**config.mk**
```make
export PLATFORM = sky130hd
export DESIGN_NAME = wait_clkctl
export DESIGN_NICKNAME = d
export VERILOG_FILES = /design/src/rtl/wait_clkctl_pkg.sv /design/src/rtl/wake_cmp.sv /design/src/rtl/wait_seq.sv /design/src/rtl/clk_en_gate.sv /design/src/rtl/wait_clkctl.sv
export SDC_FILE = /design/constraint.sdc
export NUM_CORES = 1
export LEC_CHECK = 0
export ABC_CLOCK_PERIOD_IN_PS = 1100
export BUFFER_PORTS_ARGS = -buffer_cell sky130_fd_sc_hd__buf_2
export CORE_AREA = 3 3 40 42
export DETAILED_ROUTE_END_ITERATION = 16
export DIE_AREA = 0 0 43 45
export PLACE_DENSITY = 0.54
export RECOVER_POWER = 25
export SLEW_MARGIN = 20
export SYNTH_ARGS = -nofsm -noshare
export SYNTH_HDL_FRONTEND = slang
export SYNTH_SLANG_ARGS = --single-unit
```
**constraint.sdc**
```tcl
create_clock -name clk -period 1.1 [get_ports clk]
set_clock_uncertainty 0.1 [all_clocks]
set_input_delay 0.055 -clock clk [delete_from_list [all_inputs] [get_ports clk]]
set_output_delay 0.055 -clock clk [all_outputs]
set_load 0.005 [all_outputs]
```
**src/rtl/wait_clkctl_pkg.sv**
```systemverilog
package wait_clkctl_pkg;

   typedef enum logic {
      MODE_RUN  = 1'b0,
      MODE_WAIT = 1'b1
   } wmode_e;

   typedef struct packed {
      logic stop_periph;
      logic wdt_on_osc;
      logic f2n_on_main;
   } gate_cfg_t;

endpackage

```
**src/rtl/wake_cmp.sv**
```systemverilog
module wake_cmp #(
   parameter int LVL_W = 3
) (
   input  logic             req_valid,
   input  logic [LVL_W-1:0] req_lvl,
   input  logic [LVL_W-1:0] resume_lvl,
   output logic             hit
);
   if (LVL_W < 1 || LVL_W > 8) begin : g_bad_lvl
      $error("wake_cmp: LVL_W must be between 1 and 8");
   end

   // strict compare: equal levels never wake
   always_comb hit = req_valid && (req_lvl > resume_lvl);

endmodule

```
**src/rtl/wait_seq.sv**
```systemverilog
module wait_seq
   import wait_clkctl_pkg::*;
(
   input  logic   clk,
   input  logic   rst_n,
   input  logic   wait_req,
   input  logic   wake_hit,
   output wmode_e mode_nxt,
   output logic   in_wait,
   output logic   wake_pulse
);
   wmode_e mode_q;
   logic   wake_q;

   always_comb begin
      mode_nxt = mode_q;
      unique case (mode_q)
         MODE_RUN:  if (wait_req) mode_nxt = MODE_WAIT;
         MODE_WAIT: if (wake_hit) mode_nxt = MODE_RUN;
         default:   mode_nxt = MODE_RUN;
      endcase
   end

   always_ff @(posedge clk or negedge rst_n) begin
      if (!rst_n) begin
         mode_q <= MODE_RUN;
         wake_q <= 1'b0;
      end else begin
         mode_q <= mode_nxt;
         wake_q <= (mode_q == MODE_WAIT) && wake_hit;
      end
   end

   assign in_wait    = (mode_q == MODE_WAIT);
   assign wake_pulse = wake_q;

   // wake pulse lasts one cycle
   a_r7_pulse_single: assert property (@(posedge clk) disable iff (!rst_n)
      wake_pulse |=> !wake_pulse);
   // no qualifying interrupt keeps the wait
   a_r8_hold_wait: assert property (@(posedge clk) disable iff (!rst_n)
      (in_wait && !wake_hit) |=> in_wait);
   // run is left only on request
   a_r9_run_stays: assert property (@(posedge clk) disable iff (!rst_n)
      (!in_wait && !wait_req) |=> !in_wait);
   // entry only follows a request
   a_r2_entry_cause: assert property (@(posedge clk) disable iff (!rst_n)
      $rose(in_wait) |-> $past(wait_req));

endmodule

```
**src/rtl/clk_en_gate.sv**
```systemverilog
module clk_en_gate
   import wait_clkctl_pkg::*;
#(
   parameter int NUM_DIV    = 3,
   parameter bit WDT_BYPASS = 1'b1
) (
   input  logic               clk,
   input  logic               rst_n,
   input  logic               gate_on,
   input  gate_cfg_t          cfg,
   output logic               base_en,
   output logic               cpu_en,
   output logic               pbus_en,
   output logic               wdt_en,
   output logic [NUM_DIV-1:0] pdiv_en,
   output logic               adc_en,
   output logic               f2n_en,
   output logic               fc32_en
);
   if (NUM_DIV < 1 || NUM_DIV > 16) begin : g_bad_div
      $error("clk_en_gate: NUM_DIV must be between 1 and 16");
   end

   logic periph_keep;
   assign periph_keep = !(gate_on && cfg.stop_periph);

   // core clocks derived from the base clock
   always_ff @(posedge clk or negedge rst_n) begin
      if (!rst_n) begin
         base_en <= 1'b1;
         cpu_en  <= 1'b1;
         pbus_en <= 1'b1;
      end else begin
         base_en <= !gate_on;
         cpu_en  <= !gate_on;
         pbus_en <= !gate_on;
      end
   end

   // watchdog: optional bypass when counting from the on-chip oscillator
   if (WDT_BYPASS) begin : g_wdt_bypass
      always_ff @(posedge clk or negedge rst_n) begin
         if (!rst_n) wdt_en <= 1'b1;
         else        wdt_en <= !gate_on || cfg.wdt_on_osc;
      end
   end else begin : g_wdt_gated
      always_ff @(posedge clk or negedge rst_n) begin
         if (!rst_n) wdt_en <= 1'b1;
         else        wdt_en <= !gate_on;
      end
   end

   // divided peripheral clocks
   for (genvar i = 0; i < NUM_DIV; i++) begin : g_div
      always_ff @(posedge clk or negedge rst_n) begin
         if (!rst_n) pdiv_en[i] <= 1'b1;
         else        pdiv_en[i] <= periph_keep;
      end
   end

   always_ff @(posedge clk or negedge rst_n) begin
      if (!rst_n) begin
         adc_en  <= 1'b1;
         f2n_en  <= 1'b1;
         fc32_en <= 1'b1;
      end else begin
         adc_en  <= periph_keep;
         f2n_en  <= periph_keep || cfg.f2n_on_main;
         fc32_en <= 1'b1;
      end
   end

endmodule

```
**src/rtl/wait_clkctl.sv**
```systemverilog
module wait_clkctl
   import wait_clkctl_pkg::*;
#(
   parameter int LVL_W      = 3,
   parameter int NUM_DIV    = 3,
   parameter bit WDT_BYPASS = 1'b1
) (
   input  logic               clk,
   input  logic               rst_n,
   input  logic               wait_req,
   input  logic               periph_stop,
   input  logic               wdt_osc_sel,
   input  logic               f2n_src_main,
   input  logic [LVL_W-1:0]   resume_lvl,
   input  logic               irq_valid,
   input  logic [LVL_W-1:0]   irq_lvl,
   output logic               base_clk_en,
   output logic               cpu_clk_en,
   output logic               pbus_clk_en,
   output logic               wdt_clk_en,
   output logic [NUM_DIV-1:0] pdiv_clk_en,
   output logic               adc_clk_en,
   output logic               f2n_clk_en,
   output logic               fc32_clk_en,
   output logic               wake_pulse,
   output logic               in_wait
);
   localparam logic [LVL_W-1:0] LVL_MAX = {LVL_W{1'b1}};

   logic      wake_hit;
   wmode_e    mode_nxt;
   gate_cfg_t cfg;

   assign cfg = '{stop_periph: periph_stop, wdt_on_osc: wdt_osc_sel, f2n_on_main: f2n_src_main};

   wake_cmp #(.LVL_W(LVL_W)) u_cmp (
      .req_valid (irq_valid),
      .req_lvl   (irq_lvl),
      .resume_lvl(resume_lvl),
      .hit       (wake_hit)
   );

   wait_seq u_seq (
      .clk       (clk),
      .rst_n     (rst_n),
      .wait_req  (wait_req),
      .wake_hit  (wake_hit),
      .mode_nxt  (mode_nxt),
      .in_wait   (in_wait),
      .wake_pulse(wake_pulse)
   );

   clk_en_gate #(.NUM_DIV(NUM_DIV), .WDT_BYPASS(WDT_BYPASS)) u_gate (
      .clk    (clk),
      .rst_n  (rst_n),
      .gate_on(mode_nxt == MODE_WAIT),
      .cfg    (cfg),
      .base_en(base_clk_en),
      .cpu_en (cpu_clk_en),
      .pbus_en(pbus_clk_en),
      .wdt_en (wdt_clk_en),
      .pdiv_en(pdiv_clk_en),
      .adc_en (adc_clk_en),
      .f2n_en (f2n_clk_en),
      .fc32_en(fc32_clk_en)
   );

   // core clocks off throughout wait
   a_r2_core_off: assert property (@(posedge clk) disable iff (!rst_n)
      in_wait |-> (!base_clk_en && !cpu_clk_en && !pbus_clk_en));
   // peripheral gating follows the stop control
   a_r4_periph_gate: assert property (@(posedge clk) disable iff (!rst_n)
      in_wait |-> (adc_clk_en == !$past(periph_stop)));
   // main-sourced divided clock keeps running
   a_r5_f2n_main: assert property (@(posedge clk) disable iff (!rst_n)
      (in_wait && $past(f2n_src_main)) |-> f2n_clk_en);
   // wake cycle has every enable back on
   a_r7_wake_restore: assert property (@(posedge clk) disable iff (!rst_n)
      wake_pulse |-> (!in_wait && base_clk_en && cpu_clk_en && adc_clk_en && wdt_clk_en));
   // top resume level blocks every wake
   a_r8_max_level: assert property (@(posedge clk) disable iff (!rst_n)
      (in_wait && resume_lvl == LVL_MAX) |=> in_wait);

   if (WDT_BYPASS) begin : g_wdt_chk
      // watchdog enable follows its source select in wait
      a_r3_wdt_src: assert property (@(posedge clk) disable iff (!rst_n)
         in_wait |-> (wdt_clk_en == $past(wdt_osc_sel)));
   end

endmodule

```
After elaboration in Yosys (flattened, before gate mapping)
Cells that the tools add are included.
Cells by class
  $lt $le $gt $ge: 1
  mux-type cells: 3
  bitwise logic cells: 1
  reduce and logical (&&, ||, !) cells: 7
Operator list (count)
  > comparator 3 bit: 1
  logical AND 1 bit: 3
  logical NOT 1 bit: 2
  logical OR 1 bit: 2
  two-way mux 1 bit: 2
  case mux 1 bit (2 select lines): 1
  inverter 1 bit: 1
Storage, ports and cells
  flip-flop bits (word level): 6
  input port bits: 13
  output and inout port bits: 12
  word-level logic and storage cells: 18

Longest topological paths before layout
Gate-level depths: netlist (run 1).
  word-level depth: 7
  depth in mapped cells: 5
  gate-level depth less buffers: 5

Modules after synthesis
From an unflattened synthesis (run 1), not the netlist that was laid out.
Unflattened totals
  cells, all modules: 31
  area, all modules: 330.3 µm²
Modules (own cells, without submodules)
  clk_en_gate: instances 1, cells an instance 15, area an instance 175.2 µm², sequential area each 105.1 µm²
  wake_cmp: instances 1, cells an instance 11, area an instance 83.8 µm², sequential area each 0.0 µm²
  wait_seq: instances 1, cells an instance 5, area an instance 71.3 µm², sequential area each 50.0 µm²

Worst setup path after synthesis (run 1)
OpenSTA, ideal clock, no wires.
  path type: input to register
  start: in resume_lvl[1]
  end: reg u_gate.pdiv_en[2]
  library setup time: 0.100 ns
  data arrival time: 0.926 ns
  data required time: 0.900 ns
  slack: -0.027 ns
  stages: 5
  path buffers: 0
  path through: inv_1 -> ha_1 -> nor2b_4 -> o311ai_4 -> o221ai_1
Between the ends
  word-level cells in the longest chain between the ends: 6
Ends and longest elaborated chain
  from (decl): line wait_clkctl.sv:14  | input logic [LVL_W-1:0] resume_lvl,
  > comparator 3 bit: line wake_cmp.sv:14  | always_comb hit = req_valid && (req_lvl > resume_lvl);
  logical AND 1 bit: line wake_cmp.sv:14
  two-way mux 1 bit: line wait_seq.sv:19  | MODE_WAIT: if (wake_hit) mode_nxt = MODE_RUN;
  case mux 1 bit (2 select lines): line wait_seq.sv:17  | unique case (mode_q)
  logical AND 1 bit: line clk_en_gate.sv:25  | assign periph_keep = !(gate_on && cfg.stop_periph);
  logical NOT 1 bit: line clk_en_gate.sv:25
  net u_gate.periph_keep: line clk_en_gate.sv:24  | logic periph_keep;
  to (signal, indexed assignment): line clk_en_gate.sv:57  | else pdiv_en[i] <= periph_keep;
  to (decl): line clk_en_gate.sv:15  | output logic [NUM_DIV-1:0] pdiv_en,
The timed path passes the listed nets, and every way through them passes these cells.

==> flow_metrics.py, run 1 <==
metrics = {
    "timing": {
        "post-route-period-util": 0.937,
        "drv_slew": 0,
        "max_freq_ghz": 0.971,
        "rsz0062_at_grt": "no",
        "setup_viol": 0,
        "layout_min_cycle_time_ns": 1.03,
        "hold_viol": 0,
    },
    "placement": {
        "dpl.cell_count": 64,
        "postPlaceCellArea_um2": 457,
        "dp_hpwl_um": 546,
        "place.gp.congestion": 0.680,
        "io_buffers": 23,
    },
    "die": {
        "top_level_ports": 25,
        "core_area_mm2": 0.00128,
        "die_x_um": 43,
        "die_area_mm2": 0.00194,
        "initial_core_util": 0.277,
        "die_y_um": 45,
        "std_cell_rows": 13,
    },
    "pwr": {
        "p_comb_frac": 0.272,
        "seqPwrFrac": 0.417,
        "clkPwrFrac": 0.312,
        "sw_frac_of_total": 0.261,
        "power_uw": 686,
        "power_switching_uw": 179,
        "pwr_density_cell_mw_per_mm2": 1260,
        "p_leak_nw": 0.262,
        "vdd_drop_max_v": 0.000332,
        "intPower_uw": 507,
    },
    "synthesis": {
        "synth_area_leaders": "dfstp_2 (30%), dfrtp_1 (14%), buf_4 (13%), ha_1 (11%), o311ai_4 (7.4%)",
        "yosysUniqueCellTypes": 16,
        "synth_area_um2": 355,
        "synth_nets": 48,
        "netlist_instances": 32,
        "synth_top_family_by_area": "compound AO/OA/AOI/OAI gates",
        "synthAdderAreaFrac": 0.106,
        "yosys_warnings": 0,
        "avgSynthCellArea_um2": 11.1,
        "synth_seq_area_share": 0.437,
        "synth_mux_area_frac": 0,
        "yosys.area.top_type": "dfstp_2",
        "yosys.area_share.simple": 0.106,
        "synth_xor_area_frac": 0,
        "synth_top_area_share": 0.296,
        "synth_compound_area_frac": 0.183,
        "ys_ff_latch": 6,
    },
    "setup_path": {
        "worst_ep_arrival_time_ns": 0.88,
        "cp-end-kind": "primary output",
        "crit_path_max_fanout": 4,
        "critPathTopFamily": "flip-flops",
        "worstSetupPathType": "reg -> out",
        "critPathLaunchType": "register",
        "crit_required_ns": 0.94,
        "worstPathCellList": "buf_2",
        "cp_num_buf_inv": 1,
        "cp_slowest_stage_delay_ns": 0.53,
        "cp_slowest_cell": "dfstp_2",
    },
    "worst_hold_path": {
        "min_path_type": "in -> async",
    },
    "drt": {
        "wl_per_cell_um": 9.04,
        "dr.first_iter.drc_count": 0,
        "drcViolationCount": 0,
        "ant_nets": 0,
        "viasPerCell": 4.30,
        "via_count": 318,
        "first_pass_iters": 1,
        "wirelength_um": 669,
    },
    "grt": {
        "grt-ovfl-total": 0,
        "grt_first_pass_wirelength_um": 986,
        "grt_max_degree": 7,
        "grt_pass1_vias": 277,
        "grtUsageMet2": 0.120,
        "antenna_found_initial": 0,
        "met1_usage": 0.0688,
        "busiest_layer": "met4",
        "use_met3": 0,
        "grt_usage": 0.0746,
    },
    "clocking": {
        "htreeDepth": 1,
        "cts_sinks": 6,
        "cts_tree": "yes",
        "cts-root-buf": "clkbuf_4",
        "clk_pin_slew_ns": 0.05,
        "cts_made_buffers": 3,
        "clock_latency_ns": 0.24,
        "cts_buffer_depth": 2,
    },
    "final_layout": {
        "diodes": 0,
        "design_area_um2": 543,
        "drive_gt1_frac": 0.576,
        "area_growth_pct": 52.8,
        "final_common_cell": "buf_2",
        "fin_cells": 74,
        "nets": 76,
        "final_cell_mix": "buf_2 (22), dlygate4sd3_1 (6), dfstp_2 (4), nor2_1 (3), clkbuf_4 (3)",
    },
    "run_status": {
        "status": "finished clean",
    },
    "flow_run": {
        "max_cap_viol_count": 0,
    },
}
[layer usage]
metal,part of all wire,vias up
li1,-,156
met1,0.38,133
met2,0.41,25
met3,0.15,4
met4,0.054,0
met5,0,-
[layout make-up]
| type | count | area, µm² |
|---|---|---|
| repair buffers | 29 | 174 |
| multi-input cells | 17 | 156 |
| well taps | 15 | 18.8 |
| clock buffers | 4 | 26.3 |
| flip-flops and latches | 6 | 156 |
| inverters | 3 | 11.3 |
| fillers | 129 | 742 |
[cell families (layout without fill, tap and decap cells)]
group                      after synthesis  count (layout)
AOI/OAI and AO/OA                        7               7
buffers and inverters                    9              36
DFF                                      6               6
other                                    1               1
adders and majority gates                3               3
and+or+nand+nor                          6               6
[Yosys cell counts]
cell / instances
buf_4: 6
dfstp_2: 4
ha_1: 3
inv_1: 3
nor2_1: 3
dfrtp_1: 2
o21ai_0: 2
conb_1: 1
nand3_1: 1
nor2b_4: 1
nor3b_1: 1
o21ai_1: 1
o221ai_1: 1
o22a_1: 1
o22ai_1: 1
o311ai_4: 1
[metrics by stage]
stage / hold WS (ns) / utilization / setup WS [ns] / TNS (ns)
after CTS: 0.0493 / 0.423 / 0.0538 / 0
final: 0.0974 / 0.423 / 0.0697 / 0
after floorplan: -0.341 / - / 0.0473 / 0
after global routing: 0.126 / 0.423 / 0.0165 / 0
after global placement: -0.222 / 0.355 / -0.104 / -0.574
after detailed placement: -0.220 / 0.355 / -0.121 / -0.643
[power groups by stage]
stage	combinational (mW)	clock, mW	sequential (mW)
3_5_place_dp	0.173	0	0.288
2_1_floorplan	0.116	0	0.292
4_1_cts	0.190	0.226	0.285
3_3_place_gp	0.173	0	0.287
5_1_grt	0.209	0.232	0.289
6_report	0.186	0.214	0.286
[path summary, 6_finish.rpt]
kind | start | slack [ns] | end | cells after the start
worst max-delay path | u_gate.pdiv_en[2] | 0.07 | pdiv_clk_en[1] | 1
worst min-delay path | rst_n | 0.1 | u_seq.wake_pulse | 2
worst max register to register | u_seq.in_wait | 0.13 | u_seq.in_wait | 2
worst min register to register | u_seq.in_wait | 0.43 | u_gate.base_en | 1
max in group asynchronous | rst_n | 0.52 | u_gate.pdiv_en[2] | 2
min in group clk | irq_lvl[2] | 0.22 | u_seq.wake_pulse | 4
[registers in the layout, summed over array words and instances, names as in the netlist]
name	count
u_gate.base_en	1
u_gate.f2n_en	1
u_gate.pdiv_en	1
u_gate.wdt_en	1
u_seq.in_wait	1
u_seq.wake_pulse	1
[repair_timing]
item                                    in CTS  in global routing
hold endpoints to repair                    12                  0
endpoints found under the setup margin       0                  2
resized for setup                            0                  1
setup buffers                                0                  0
hold buffers                                 6                  0
(Power assumes the default switching activity.)
==> run 2, diff against run 1 <==
REMOVE_ABC_BUFFERS = 1   (was unset)
==> run 2 against run 1 <==
  * Via count is 6.9% higher
  * Sequential power barely moved
  * Non-clock buffer count is 4 higher
  * Cell count increased by 4.1%
  * Cell area grew 4.1%
  * Clock power shrank 3%
  * Sequential share of layout area is 1.1 points lower
  * Die area is the same
  * Maximum frequency decreased by 4.6%
  * Core utilization is 1.8 points higher
  * Routed wire length rose by 27%
  * Worst hold slack improved by 0.0029 ns
  * Largest cell class unchanged
  * Largest power group unchanged
==> flow_metrics.py, run 2 (same netlist as run 1, synthesis figures left out) <==
metrics = {
    "final_layout": {
        "final_cell_mix": "buf_2 (22), dlygate4sd3_1 (6), dfstp_2 (4)",
        "drive_gt1_frac": 0.597,
        "nFillCells": 129,
        "diodes": 0,
        "area_growth_pct": 59.2,
        "design_area_um2": 566,
        "final_util": 0.440,
        "nets": 80,
        "final_common_cell": "buf_2",
    },
    "setup_path": {
        "cp_num_buf_inv": 1,
        "cp-end-kind": "register",
        "critPathLaunchType": "register",
        "crit_path_max_fanout": 6,
        "crit_required_ns": 1.15,
        "cp_slowest_cell": "dfrtp_2",
        "worst_ep_arrival_time_ns": 1.13,
        "cp_slowest_stage_delay_ns": 0.43,
        "worstPathCellList": "buf_4 > o311ai_4 > o221ai_1",
        "critPathTopFamily": "flip-flops",
        "worstSetupPathType": "reg -> reg",
    },
    "die": {
        "die_y_um": 45,
        "core_area_mm2": 0.00128,
        "initial_core_util": 0.277,
        "std_cell_rows": 13,
        "die_area_mm2": 0.00194,
        "die_x_um": 43,
        "top_level_ports": 25,
    },
    "timing": {
        "rsz0062_at_grt": "yes",
        "setup_tns_ns": 0,
        "layout_min_cycle_time_ns": 1.08,
        "drv_slew": 0,
        "post-route-period-util": 0.982,
        "setup_viol": 0,
        "max_freq_ghz": 0.926,
        "hold_viol": 0,
    },
    "drt": {
        "drcViolationCount": 0,
        "wirelength_um": 850,
        "first_pass_iters": 2,
        "viasPerCell": 4.42,
        "wl_per_cell_um": 11.0,
        "dr.first_iter.drc_count": 1,
        "via_count": 340,
        "ant_nets": 0,
    },
    "grt": {
        "grt_pass1_vias": 334,
        "grt_usage": 0.0990,
        "grt-ovfl-total": 0,
        "antenna_found_initial": 0,
        "grt_max_degree": 7,
        "grt_first_pass_wirelength_mm": 1.32,
    },
    "worst_hold_path": {
        "min_path_type": "in -> async",
    },
    "clocking": {
        "cts_buffer_depth": 2,
        "clock_latency_ns": 0.25,
        "cts_sinks": 6,
        "cts_made_buffers": 3,
        "cts-root-buf": "clkbuf_4",
        "clk_pin_slew_ns": 0.05,
        "htreeDepth": 1,
        "cts_tree": "yes",
    },
    "placement": {
        "io_buffers": 23,
        "place.gp.congestion": 0.612,
        "dp_hpwl_um": 599,
        "postPlaceCellArea_um2": 459,
    },
    "pwr": {
        "p_leak_nw": 0.284,
        "vdd_drop_max_v": 0.000426,
        "pwr_density_cell_mw_per_mm2": 1270,
    },
    "run_status": {
        "status": "finished clean",
    },
    "flow_run": {
        "max_cap_viol_count": 0,
    },
}
[run 2: final cells by class]
class	instances	area [µm²]	area share
Timing Repair Buffer	33	208	0.367
Sequential cell	6	156	0.277
Multi-Input combinational cell	17	149	0.263
Clock buffer	3	22.5	0.0398
Tap cell	15	18.8	0.0332
Inverter	3	11.3	0.0199
[run 2: stage by stage]
stage / setup slack [ns] / hold slack, ns / cells / power [mW]
detailed placement: -0.187 / -0.219 / 66 / 0.474
global route: -0.00755 / 0.143 / 77 / 0.763
global placement: -0.174 / -0.220 / 66 / 0.472
floorplan: -0.0265 / -0.341 / 26 / 0.366
CTS: 0.0123 / 0.0705 / 76 / 0.707
finish: 0.0200 / 0.100 / 77 / 0.720
[run 2: worst register-to-register path, delay by kind of cell (launching register included)]
family / cells / cell delay, ns
AOI/OAI and AO/OA: 2 / 0.29
buffers and inverters: 1 / 0.15
DFF: 1 / 0.43
[run 2: layer usage]
layer / up-vias / global-route usage / part of all wire
li1: 164 / - / -
met1: 152 / 0.0837 / 0.31
met2: 21 / 0.189 / 0.57
met3: 3 / 0.0120 / 0.091
met4: 0 / 0.108 / 0.032
met5: - / 0 / 0
[run 2: repair_timing]
| item | 4_1_cts | 5_1_grt |
|---|---|---|
| hold endpoints to repair | 12 | 0 |
| setup buffers | 1 | 1 |
| pin swaps | 0 | 0 |
| endpoints found under the setup margin | 1 | 3 |
| resized for setup | 1 | 2 |
| hold buffers | 6 | 0 |
| cloned | 0 | 0 |
[run 2: power by group]
part	internal (mW)	switching [mW]
sequential	0.264	0.0184
combinational	0.135	0.0947
clock	0.124	0.0834
[run 2: path summary, 6_finish.rpt]
kind                               start                end  slack [ns]  cells past startpoint
max reg2reg                u_seq.in_wait  u_gate.pdiv_en[2]        0.02                      3
min                                rst_n      u_seq.in_wait        0.10                      2
max                        u_seq.in_wait  u_gate.pdiv_en[2]        0.02                      3
min in group clk           resume_lvl[0]     u_gate.base_en        0.26                      6
max in group asynchronous          rst_n      u_gate.wdt_en        0.52                      2
min reg2reg                u_seq.in_wait     u_gate.base_en        0.41                      1
